===== config.mk =====
export PLATFORM = sky130hd
export DESIGN_NAME = dram_row_seq
export DESIGN_NICKNAME = d
export VERILOG_FILES = /design/src/rtl/dram_row_seq_pkg.sv /design/src/rtl/dram_row_seq_ctrl.sv /design/src/rtl/dram_row_seq_datapath.sv /design/src/rtl/dram_row_seq.sv
export SDC_FILE = /design/constraint.sdc
export NUM_CORES = 1
export LEC_CHECK = 0
export BUFFER_PORTS_ARGS = -buffer_cell sky130_fd_sc_hd__buf_2
export CAP_MARGIN = 20
export CORE_ASPECT_RATIO = 0.75
export CORE_UTILIZATION = 25
export DETAILED_ROUTE_END_ITERATION = 6
export PLACE_DENSITY = 0.49
export SYNTH_ARGS = -nofsm -noshare
export SYNTH_HDL_FRONTEND = slang
export SYNTH_SLANG_ARGS = --single-unit

===== constraint.sdc =====
create_clock -name clk -period 4.6 [get_ports clk]
set_input_delay 0.92 -clock clk [delete_from_list [all_inputs] [get_ports clk]]
set_output_delay 0.92 -clock clk [all_outputs]
set_load 0.02 [all_outputs]

===== src/rtl/dram_row_seq_pkg.sv =====
package dram_row_seq_pkg;

  typedef enum logic [2:0] {
    ST_IDLE,
    ST_SELECT,
    ST_COPY,
    ST_RESTORE,
    ST_WAIT_COL,
    ST_PICK,
    ST_MODIFY,
    ST_COMMIT
  } seqState_t;

  typedef struct packed {
    logic loadRow;
    logic selRow;
    logic copyRow;
    logic writeBack;
    logic loadCol;
    logic modifyBit;
    logic emitData;
  } seqCtrl_t;

endpackage


===== src/rtl/dram_row_seq_ctrl.sv =====
module dram_row_seq_ctrl
  import dram_row_seq_pkg::*;
(
  input  logic     clk,
  input  logic     rstN,
  input  logic     rowStrobe,
  input  logic     colStrobe,
  input  logic     refreshCmd,
  input  logic     writeEn,
  output seqCtrl_t ctrl,
  output logic     busy
);

  seqState_t state, stateNext;
  logic      refreshReg;

  always_comb begin
    stateNext = state;
    unique case (state)
      ST_IDLE:     if (rowStrobe) stateNext = ST_SELECT;
      ST_SELECT:   stateNext = ST_COPY;
      ST_COPY:     stateNext = ST_RESTORE;
      ST_RESTORE:  stateNext = refreshReg ? ST_IDLE : ST_WAIT_COL;
      ST_WAIT_COL: if (colStrobe) stateNext = writeEn ? ST_MODIFY : ST_PICK;
      ST_PICK:     stateNext = ST_IDLE;
      ST_MODIFY:   stateNext = ST_COMMIT;
      ST_COMMIT:   stateNext = ST_IDLE;
      default:     stateNext = ST_IDLE;
    endcase
  end

  always_comb begin
    ctrl           = '0;
    ctrl.loadRow   = (state == ST_IDLE) && rowStrobe;
    ctrl.selRow    = (state == ST_SELECT);
    ctrl.copyRow   = (state == ST_COPY);
    ctrl.writeBack = (state == ST_RESTORE) || (state == ST_COMMIT);
    ctrl.loadCol   = (state == ST_WAIT_COL) && colStrobe;
    ctrl.modifyBit = (state == ST_MODIFY);
    ctrl.emitData  = (state == ST_PICK) || (state == ST_COMMIT);
  end

  always_ff @(posedge clk) begin
    if (!rstN) begin
      state      <= ST_IDLE;
      refreshReg <= 1'b0;
    end else begin
      state <= stateNext;
      if (ctrl.loadRow) refreshReg <= refreshCmd;
    end
  end

  assign busy = (state != ST_IDLE);

  assert_busy_rise_R2: assert property (@(posedge clk) disable iff (!rstN)
    $rose(busy) |-> $past(rowStrobe));

  assert_refresh_silent_R6: assert property (@(posedge clk) disable iff (!rstN)
    (state == ST_RESTORE && refreshReg) |=> (state == ST_IDLE));

  assert_no_emit_refresh_R6: assert property (@(posedge clk) disable iff (!rstN)
    !(ctrl.emitData && refreshReg));

  assert_col_needs_row_R7: assert property (@(posedge clk) disable iff (!rstN)
    (state == ST_IDLE && colStrobe && !rowStrobe) |=> (state == ST_IDLE));

  assert_row_ignored_busy_R8: assert property (@(posedge clk) disable iff (!rstN)
    (state == ST_SELECT && rowStrobe) |=> (state == ST_COPY));

endmodule


===== src/rtl/dram_row_seq_datapath.sv =====
module dram_row_seq_datapath
  import dram_row_seq_pkg::*;
#(
  parameter int ADDR_W = 3
) (
  input  logic              clk,
  input  logic              rstN,
  input  seqCtrl_t          ctrl,
  input  logic [ADDR_W-1:0] addr,
  input  logic              writeBit,
  output logic              dataValid,
  output logic              dataOut
);

  localparam int ROWS = 1 << ADDR_W;
  localparam int COLS = 1 << ADDR_W;

  logic [ROWS-1:0][COLS-1:0] cellArray;
  logic [COLS-1:0]           rowLatch;
  logic [COLS-1:0]           sensedRow;
  logic [ROWS-1:0]           rowSel;
  logic [ROWS-1:0]           rowDecode;
  logic [ADDR_W-1:0]         rowReg;
  logic [ADDR_W-1:0]         colReg;
  logic                      wbitReg;

  // row decoder: one line per row
  for (genvar r = 0; r < ROWS; r++) begin : g_dec
    assign rowDecode[r] = (rowReg == ADDR_W'(r));
  end

  // shared sense lines: every row drives through its select gate
  always_comb begin
    sensedRow = '0;
    for (int r = 0; r < ROWS; r++) begin
      sensedRow = sensedRow | (cellArray[r] & {COLS{rowSel[r]}});
    end
  end

  // write-back into whichever row line is selected
  for (genvar r = 0; r < ROWS; r++) begin : g_row
    always_ff @(posedge clk) begin
      if (!rstN) cellArray[r] <= '0;
      else if (ctrl.writeBack && rowSel[r]) cellArray[r] <= rowLatch;
    end
  end

  always_ff @(posedge clk) begin
    if (!rstN) begin
      rowReg    <= '0;
      colReg    <= '0;
      wbitReg   <= 1'b0;
      rowSel    <= '0;
      rowLatch  <= '0;
      dataValid <= 1'b0;
      dataOut   <= 1'b0;
    end else begin
      if (ctrl.loadRow) rowReg <= addr;
      if (ctrl.selRow) rowSel <= rowDecode;
      if (ctrl.copyRow) rowLatch <= sensedRow;
      if (ctrl.loadCol) begin
        colReg  <= addr;
        wbitReg <= writeBit;
      end
      if (ctrl.modifyBit) rowLatch[colReg] <= wbitReg;
      dataValid <= ctrl.emitData;
      if (ctrl.emitData) dataOut <= rowLatch[colReg];
    end
  end

  assert_copy_row_R4: assert property (@(posedge clk) disable iff (!rstN)
    ctrl.copyRow |=> (rowLatch == $past(cellArray[rowReg])));

  assert_writeback_R10: assert property (@(posedge clk) disable iff (!rstN)
    ctrl.writeBack |=> (cellArray[$past(rowReg)] == $past(rowLatch)));

  assert_valid_pulse_R3: assert property (@(posedge clk) disable iff (!rstN)
    dataValid |=> !dataValid);

  assert_out_hold_R9: assert property (@(posedge clk) disable iff (!rstN)
    !dataValid |-> $stable(dataOut));

endmodule


===== src/rtl/dram_row_seq.sv =====
module dram_row_seq
  import dram_row_seq_pkg::*;
#(
  parameter int ADDR_W = 3
) (
  input  logic              clk,
  input  logic              rstN,
  input  logic [ADDR_W-1:0] addr,
  input  logic              rowStrobe,
  input  logic              colStrobe,
  input  logic              refreshCmd,
  input  logic              writeEn,
  input  logic              writeBit,
  output logic              busy,
  output logic              dataValid,
  output logic              dataOut
);

  seqCtrl_t ctrl;

  dram_row_seq_ctrl i_ctrl (
    .clk        (clk),
    .rstN       (rstN),
    .rowStrobe  (rowStrobe),
    .colStrobe  (colStrobe),
    .refreshCmd (refreshCmd),
    .writeEn    (writeEn),
    .ctrl       (ctrl),
    .busy       (busy)
  );

  dram_row_seq_datapath #(.ADDR_W(ADDR_W)) i_datapath (
    .clk       (clk),
    .rstN      (rstN),
    .ctrl      (ctrl),
    .addr      (addr),
    .writeBit  (writeBit),
    .dataValid (dataValid),
    .dataOut   (dataOut)
  );

  assert_busy_ends_R3: assert property (@(posedge clk) disable iff (!rstN)
    $rose(dataValid) |-> !busy);

endmodule


==> flow_summary_export.csv <==
group,metric,value,unit
logic_synthesis,synthTopCellsByArea,"sky130_fd_sc_hd__dfxtp_1 (45%), sky130_fd_sc_hd__mux2i_1 (18%), sky130_fd_sc_hd__nor2b_1 (11%)",
global_routing,grt_antenna_before_repair,0,
route,totalWireLength,10800,microns
layout,share_of_post_route_cells_with_drive_strength_above_1,0.0949,
layout,nets,398,
logic_synthesis,synth.distinct_cells,37,
critical_path,cp_slowest_stage_delay,0.81,ns
logic_synthesis,syn_area_per_cell,10.3,sq um
global_routing,grt_pass1_wl,17200,microns
logic_synthesis,share_of_yosys_cell_area_claimed_by_the_top_area_cell_type,0.449,
status,run_status,"complete, no violations",
layout,post_layout_nonfiller_instances,600,
logic_synthesis,synth.yosys.seq_area_share,0.449,
logic_synthesis,synth-seq-cells,93,
floorplanning,num_io_pins,13,
clocking,clk_root_buffer_cell,"sky130_fd_sc_hd__clkbuf_16",
route,routedLengthMet1,5850,microns
logic_synthesis,synth_fp_nets,411,
logic_synthesis,number_of_standard_cells_after_synthesis,401,
clocking,h_tree_level_count,3,
power_and_ir_drop,power.density_cell_area,344,nW/um^2
critical_path,timing.critical_path.to_type,"output port",
sta,max_freq,407,MHz
sta,final_max_slew_viol_count,0,
sta,fin_crit_sh,0.533,
clocking,cts-root-to-sink-buffers,2,
critical_path,critical_path.startpoint_type,"flop",
logic_synthesis,ys.flop_type,"sky130_fd_sc_hd__dfxtp_1",
sta,maxSlewHeadroom,0.354,
placement,globalplace.congestion,0.787,
clocking,clkLatencyLatePin,0.34,ns
route,met2_wirelength_from_detailed_routing,4290,microns
sta,post-route-min-period,2.45,ns
route,dr.first_iter.drc_count,194,
critical_path,crit_fanout,23,
logic_synthesis,synthMostInstantiatedCell,"sky130_fd_sc_hd__dfxtp_1",
route,firstDrtPassIters,4,
clocking,cts_setup_buffers,0,
critical_path,cpLargestDelayFamily,"flip-flops",
layout,area.growth.synth_to_final,10.1,%
route,avgRoutedWirePerCell,18.0,microns
logic_synthesis,number_of_enable_type_register_cells_in_the_synthesized_netlist,0,
global_routing,number_of_global_route_vias_before_repair,2873,
route,wl_met3,538,microns
route,top_layer_used,"met4",
floorplanning,floorplan.die_area,17100,sq um
route,route.detailed.drc,0,
critical_path,arrival,1.53,ns
route,num_vias,2939,
logic_synthesis,syn_area,4150,sq um
layout,filler_cell_count,1690,
logic_synthesis,fraction_of_registers_with_async_set_or_reset_after_synthesis,0,
critical_path,cp_slowest_cell,"sky130_fd_sc_hd__dfxtp_1",
clocking,numCtsBuffers,9,
critical_path,setup_crit_path_kind,"reg -> out",
logic_synthesis,post_synthesis_cell_type_with_the_largest_combined_area,"sky130_fd_sc_hd__dfxtp_1",
placement,placed_cells_incl_taps,587,
critical_path,crit_required,3.68,ns
floorplanning,rows,40,
critical_path,critPathBufInv,1,
global_routing,grtUsageTotal,0.135,
job,cap_viol_max_count,0,
global_routing,grt.overflow.total,0,
sta,unrepaired_setup_endpoints_after_global_routing,"false",
global_routing,grt_start_max_net_pins,61,
clocking,cts_repair_resize_count,0,
floorplanning,chipHeight,114,microns
route,antenna_left,0,
clocking,clkSinkCount,93,
route,vias_per_cell,4.90,
power_and_ir_drop,power.static_leakage,1.82,nW
placement,io_buffer_count,12,
clocking,cts_tree,"built",
layout,antennaDiodeCount,0,
placement,detailed_place_hpwl,7040,microns
clocking,holdBufCountCts,0,
sta,worstMarginPinSlew,0.956,ns
sta,setup_viol,0,
sta,final_hold_viol_count,0,
logic_synthesis,post_synth_most_frequent_cells,"sky130_fd_sc_hd__dfxtp_1 (93), sky130_fd_sc_hd__mux2i_1 (76), sky130_fd_sc_hd__nor2b_1 (73), sky130_fd_sc_hd__a22oi_1 (32), sky130_fd_sc_hd__clkbuf_1 (27)",
floorplanning,initial_utilization,0.257,
floorplanning,floorplan.core_area,16100,sq um
sta,timing.setup.tns,0,ns
logic_synthesis,synth.yosys.warnings,0,
critical_path,path_cells,"or3_1 -> buf_2",
hold_path,hold_path_class,"reg -> reg",
power_and_ir_drop,peakVddDrop,0.000161,V
floorplanning,chipWidth,151,microns
sta,fin_hold_ws,0.526,ns
layout,util_after_layout,0.283,
sta,final_clock_skew,0.00629,ns
clocking,cts.clk_slew.worst_paths,0.06,ns
worst reg2reg max path: stages, from the launching register on:
cell and delay (ns):
sky130_fd_sc_hd__dfxtp_1 0.81, sky130_fd_sc_hd__nand3_1 0.74, sky130_fd_sc_hd__mux2i_1 0.37, sky130_fd_sc_hd__nor2b_1 0.08
sequential cells by signal, summed over array words and instances, names as in the netlist:
register / cells
i_datapath.dataValid: 1
i_ctrl.refreshReg: 1
i_datapath.cellArray: 64
i_datapath.colReg: 3
i_datapath.rowReg: 3
i_datapath.rowLatch: 8
i_datapath.dataOut: 1
i_datapath.wbitReg: 1
i_datapath.rowSel: 8
i_ctrl.state: 3
cell usage in the layout (no fill, tap or decap), drive strengths merged, types with 2 or more instances in the layout:
cell | Yosys | layout
dfxtp | 93 | 93
mux2i | 76 | 76
nor2b | 73 | 73
a22oi | 32 | 32
buf | 10 | 13
nand3 | 11 | 11
nand2 | 10 | 10
clkbuf | 27 | 10
a21boi | 9 | 9
a41oi | 8 | 8
o221a | 8 | 8
nand4b | 4 | 4
o2bb2ai | 4 | 4
nand2b | 4 | 4
a32o | 4 | 4
inv | 3 | 3
nor3b | 3 | 3
clkinv | 0 | 3
nor4bb | 2 | 2
o22ai | 2 | 2
nor2 | 2 | 2
or4b | 2 | 2
nand3b | 2 | 2
or3b | 2 | 2
per-stage QoR:
step	setup slack, ns	area (sq um)	power, mW
detailed placement	2.37	4310	0.916
finish	2.15	4560	1.57
global placement	2.36	4310	0.916
global route	2.07	4560	1.62
floorplan	2.60	4150	0.900
CTS	2.15	4560	1.58
final cells by class:
type	count	area, sq um	area share
multi-input combinational	268	2110	0.462
sequential	93	1860	0.408
tap	210	263	0.0576
clock buffer	10	239	0.0524
timing repair buffer	13	67.6	0.0148
clock inverter	3	15.0	0.00329
inverter	3	11.3	0.00247
logic make-up (layout without fill, tap and decap cells):
kind of cell | after synthesis | count (layout) | share of synthesized area
compound gates | 71 | 71 | 0.141
buf+inv | 40 | 29 | 0.0426
flops | 93 | 93 | 0.449
mux | 76 | 76 | 0.184
simple gates | 121 | 121 | 0.184
power by group:
| part | leakage, nW | switching [mW] | internal [mW] |
|---|---|---|---|
| Sequential | 0.750 | 0.0229 | 0.812 |
| Clock | 0.130 | 0.300 | 0.369 |
| Combinational | 0.936 | 0.0336 | 0.0303 |
| Total | 1.82 | 0.357 | 1.21 |
layer usage:
layer / vias to the layer above / GRT usage
met5: - / 0
met4: 0 / 0.0413
met3: 11 / 0.0344
met2: 70 / 0.183
met1: 1437 / 0.205
li1: 1421 / -
final timing paths:
kind              slack [ns]  cells after the start                  endpoint                     start
setup / recovery        2.15                      2                      busy           i_ctrl.state[0]
hold / removal          0.53                      2  i_datapath.cellArray[48]  i_datapath.cellArray[48]
setup reg to reg        2.49                      3  i_datapath.cellArray[14]           i_ctrl.state[0]
hold reg to reg         0.53                      2  i_datapath.cellArray[48]  i_datapath.cellArray[48]
Power figures use the tool's default switching activity.
